$ cat src/rtl/serial_latch_out_pkg.sv
package serial_latch_out_pkg;
  localparam int unsigned DEF_WIDTH = 20;

  typedef enum logic [1:0] {
    LA_HOLD   = 2'd0,
    LA_FOLLOW = 2'd1,
    LA_CLEAR  = 2'd2
  } latch_act_e;
endpackage

$ cat src/rtl/slo_edge_detect.sv
module slo_edge_detect (
  input  logic clk,
  input  logic rst_n,
  input  logic sig_in,
  output logic rise
);
  logic prev_q;
  logic prev_d;

  always_comb begin
    prev_d = sig_in;
    rise   = sig_in & ~prev_q;
  end

  always_ff @(posedge clk or negedge rst_n) begin
    if (!rst_n) prev_q <= 1'b0;
    else        prev_q <= prev_d;
  end
endmodule

$ cat src/rtl/slo_shift_chain.sv
module slo_shift_chain #(
  parameter int unsigned WIDTH = 20
) (
  input  logic             clk,
  input  logic             rst_n,
  input  logic             shift_en,
  input  logic             din,
  output logic [WIDTH-1:0] chain_q,
  output logic [WIDTH-1:0] chain_d
);
  always_comb begin
    chain_d = chain_q;
    if (shift_en) chain_d = {chain_q[WIDTH-2:0], din};
  end

  always_ff @(posedge clk or negedge rst_n) begin
    if (!rst_n)        chain_q <= '0;
    else if (shift_en) chain_q <= chain_d;
  end
endmodule

$ cat src/rtl/slo_out_latch.sv
module slo_out_latch
  import serial_latch_out_pkg::*;
#(
  parameter int unsigned WIDTH = 20
) (
  input  logic             clk,
  input  logic             rst_n,
  input  latch_act_e       act,
  input  logic [WIDTH-1:0] d,
  output logic [WIDTH-1:0] q
);
  logic [WIDTH-1:0] q_d;
  logic             q_en;

  always_comb begin
    q_d  = q;
    q_en = 1'b0;
    case (act)
      LA_CLEAR:  begin q_d = '0; q_en = 1'b1; end
      LA_FOLLOW: begin q_d = d;  q_en = 1'b1; end
      default:   begin q_d = q;  q_en = 1'b0; end
    endcase
  end

  always_ff @(posedge clk or negedge rst_n) begin
    if (!rst_n)    q <= '0;
    else if (q_en) q <= q_d;
  end
endmodule

$ cat src/rtl/serial_latch_out.sv
module serial_latch_out
  import serial_latch_out_pkg::*;
#(
  parameter int unsigned WIDTH = DEF_WIDTH
) (
  input  logic             clk,
  input  logic             rst_n,
  input  logic             ser_clk,
  input  logic             ser_din,
  input  logic             load_n,
  input  logic             blank_n,
  output logic [WIDTH-1:0] par_out,
  output logic             ser_dout
);
  localparam int unsigned LAST = WIDTH - 1;

  logic             shift_en;
  logic [WIDTH-1:0] shift_q;
  logic [WIDTH-1:0] shift_d;
  logic [WIDTH-1:0] latch_q;
  latch_act_e       act;

  slo_edge_detect u_edge (
    .clk    (clk),
    .rst_n  (rst_n),
    .sig_in (ser_clk),
    .rise   (shift_en)
  );

  slo_shift_chain #(.WIDTH(WIDTH)) u_chain (
    .clk      (clk),
    .rst_n    (rst_n),
    .shift_en (shift_en),
    .din      (ser_din),
    .chain_q  (shift_q),
    .chain_d  (shift_d)
  );

  // Blank outranks load; load low makes the latch transparent.
  always_comb begin
    if (!blank_n)     act = LA_CLEAR;
    else if (!load_n) act = LA_FOLLOW;
    else              act = LA_HOLD;
  end

  slo_out_latch #(.WIDTH(WIDTH)) u_latch (
    .clk   (clk),
    .rst_n (rst_n),
    .act   (act),
    .d     (shift_d),
    .q     (latch_q)
  );

  // Blank zeroes the pins without waiting for an edge.
  always_comb begin
    par_out  = blank_n ? latch_q : '0;
    ser_dout = shift_q[LAST];
  end
endmodule

$ cat config.mk
export PLATFORM = sky130hd
export DESIGN_NAME = serial_latch_out
export DESIGN_NICKNAME = d
export VERILOG_FILES = /design/src/rtl/serial_latch_out_pkg.sv /design/src/rtl/slo_edge_detect.sv /design/src/rtl/slo_shift_chain.sv /design/src/rtl/slo_out_latch.sv /design/src/rtl/serial_latch_out.sv
export SDC_FILE = /design/constraint.sdc
export NUM_CORES = 1
export LEC_CHECK = 0
export BUFFER_PORTS_ARGS = -buffer_cell sky130_fd_sc_hd__buf_2
export CAP_MARGIN = 20
export CORE_MARGIN = 3
export CORE_UTILIZATION = 40
export CTS_CLUSTER_SIZE = 16
export DETAILED_ROUTE_END_ITERATION = 8
export PLACE_DENSITY = 0.71
export RECOVER_POWER = 25
export SLEW_MARGIN = 15
export SYNTH_ARGS = -nofsm -noshare
export SYNTH_HDL_FRONTEND = slang
export SYNTH_HIERARCHICAL = 1
export SYNTH_SLANG_ARGS = --single-unit
$ cat constraint.sdc
create_clock -name clk -period 1.3 [get_ports clk]
set_input_delay 0.065 -clock clk [delete_from_list [all_inputs] [get_ports clk]]
set_output_delay 0.065 -clock clk [all_outputs]
set_load 0.03 [all_outputs]
==> out/qor.csv <==
metric,value,unit
cts_made_buffers,5,
cp.depth,5,
syn_inst,178,
slew_headroom,0.512,
swShare,0.275,
pin_count,27,
portBuffers,26,
crit_required,1.47,ns
rsz0062_at_grt,true,
grtUsageTotal,0.119,
outcome,"finished, violations left",
p_leak,1.15,nW
cp_slowest_cell,dfrtp_1,
critPathBufInv,1,
fin_ws,-0.0473,ns
irDropWorstVdd,0.000502,V
max_stage_delay,0.39,ns
holdWs,0.0370,ns
clock_skew,0.00560,ns
yosys_warnings,6,
netlist_area,2090,µm²
num_rows,25,
worstHoldPathType,in -> reg,
area_delta_synth_final,14.6,%
num_vias,1274,
final_nets,216,
synth_top_cell_area_share,0.491,
place_ws,-0.0278,ns
r2r-end,u_latch/q[17]$_DFFE_PN0P_,
post-cts-setup-buffer-count,0,
r2r_setup_slack,-0.05,ns
criticalPathCategory,reg -> reg,
root_buffer,clkbuf_8,
tightestPinTransition,0.733,ns
cts.sinks,41,
antenna_found_initial,0,
wirelength,3130,µm
grt.overflow.total,0,
crit_arrival,1.52,ns
finalHoldViolCount,0,
dieArea,6130,µm²
cp_max_fo,23,
gp_congestion,0.765,
drt_iter0_markers,98,
first_pass_iters,3,
setup_violations,20,
p_int,2.47,mW
grt_first_pass_wirelength,5870,µm
ant_nets,0,
path_cells,nor2b_4 -> buf_12 -> mux2_2 -> nand2_1 -> o21ai_2,
p_per_area,1420,nW/µm²
grt_pass1_vias,1302,
cp-startpoint,u_edge/prev_q$_DFF_PN0_,
crit_end,u_latch/q[17]$_DFFE_PN0P_,
via_per_inst,4.62,
cp-end-kind,flop,
clkPwrFrac,0.237,
power_switching,938,µW
r2r-start,u_edge/prev_q$_DFF_PN0_,
p_comb_frac,0.243,
syn_nets,185,
cts.path.max_buffers,2,
cts_tree,yes,
synthTopCellsByArea,"dfrtp_1 (49%), mux2_2 (22%), o21ai_2 (8.4%)",
die_w,78.3,µm
maxCapViolations,0,
synth_seq_cells,41,
drive_above_1_share,0.493,
num_antenna_cells,0,
clk-insertion-delay-late,0.28,ns
worstSetupStartpointType,flop,
dp_hpwl,2050,µm
syn_area_per_cell,11.7,µm²
htreeDepth,2,
slew_viol_final,0,
period_minus_slack,1.35,ns
die-height,78.3,µm
clk_pin_slew,0.07,ns
yosys.area.top_type,dfrtp_1,
grt_max_degree,42,
coreArea,4880,µm²
start_util,0.428,
cp_top_family,flip-flops,
ys_types,11,
max_freq,742,MHz
seq_area_frac_synth,0.491,
finalCritPeriodShare,1.04,
drc,0,
violations,setup timing,
avgRoutedWirePerCell,11.3,µm
p_seq_frac,0.520,
reg2reg_depth,5,
-- cells by family after synthesis --
family                     count (synthesis)  share of synthesized area
muxes                                     40                      0.216
and+or+nand+nor                           62                      0.141
AOI/OAI and AO/OA                         20                     0.0838
adders and majority gates                  1                    0.00599
DFF                                       41                      0.491
buffers and inverters                     14                     0.0623
-- state kept, by name (all words and copies together), names as in the netlist --
register,flops
u_chain/chain_q,20
u_latch/q,20
u_edge/prev_q,1
-- metal layers --
layer | wire, µm | GRT usage | vias to the layer above
met5 | 0 | 0 | -
li1 | - | - | 661
met3 | 124 | 0.0298 | 4
met1 | 1520 | 0.151 | 587
met2 | 1430 | 0.197 | 22
met4 | 53 | 0.0437 | 0
-- synthesized netlist by cell type --
| cell | instances |
|---|---|
| o21ai_2 | 20 |
| dfrtp_1 | 41 |
| buf_6 | 10 |
| nor2b_4 | 1 |
| ha_1 | 1 |
| nand2_1 | 40 |
| nor2b_1 | 1 |
| mux2_2 | 40 |
| inv_1 | 2 |
| and2_1 | 20 |
| buf_2 | 2 |
-- cells in the final DEF, fill, tap and decap left out, drive strengths merged --
| master | count |
|---|---|
| dfrtp | 41 |
| mux2 | 40 |
| nor2b | 2 |
| buf | 32 |
| inv | 2 |
| clkbuf | 9 |
| and2 | 20 |
| ha | 1 |
| nand2 | 40 |
| o21ai | 20 |
| dlygate4sd3 | 2 |
-- stage by stage --
stage / power [mW] / instances / area [µm²] / setup TNS [ns] / util
after detailed placement: 2.58 / 267 / 2280 / -0.350 / 0.467
after global routing: 3.63 / 276 / 2390 / -1.71 / 0.491
final: 3.40 / 276 / 2390 / -0.564 / 0.491
after global placement: 2.57 / 267 / 2280 / -0.0641 / 0.467
after floorplan: 2.41 / 178 / 2090 / 0 / -
after CTS: 3.42 / 276 / 2390 / -0.766 / 0.489
-- final cells by class --
cell class	count	area (µm²)
fill	461	2490
sequential	41	1030
multi-input combinational	123	956
timing repair buffer	36	234
clock buffer	7	86.3
tap	67	83.8
inverter	2	7.51
-- what timing repair did --
action                                  in CTS  in global routing
hold buffers                                 2                  0
endpoints found under the hold margin       42                  0
gates resized for setup                      1                  6
pin swaps                                    0                  0
endpoints found under the setup margin      23                 25
-- worst min-delay path by stage --
stage                     startpoint                             end  slack [ns]  depth (start not counted)
after detailed placement       rst_n        u_latch/q[4]$_DFFE_PN0P_        0.05                          2
final                        ser_din  u_chain/chain_q[0]$_DFFE_PN0P_        0.04                          2
after global placement         rst_n  u_chain/chain_q[5]$_DFFE_PN0P_        0.05                          2
after floorplan                rst_n  u_chain/chain_q[0]$_DFFE_PN0P_       -0.23                          0
after global routing         ser_din  u_chain/chain_q[0]$_DFFE_PN0P_        0.04                          2
after CTS                    ser_din  u_chain/chain_q[0]$_DFFE_PN0P_        0.03                          2
-- power by group through the flow --
| stage | clock network, mW | logic (mW) | registers (mW) |
|---|---|---|---|
| 2_1_floorplan | 0 | 0.685 | 1.73 |
| 5_1_grt | 0.898 | 0.914 | 1.82 |
| 3_3_place_gp | 0 | 0.785 | 1.79 |
| 4_1_cts | 0.840 | 0.812 | 1.77 |
| 6_report | 0.807 | 0.827 | 1.77 |
| 3_5_place_dp | 0 | 0.795 | 1.79 |
(Power assumes the default switching activity.)
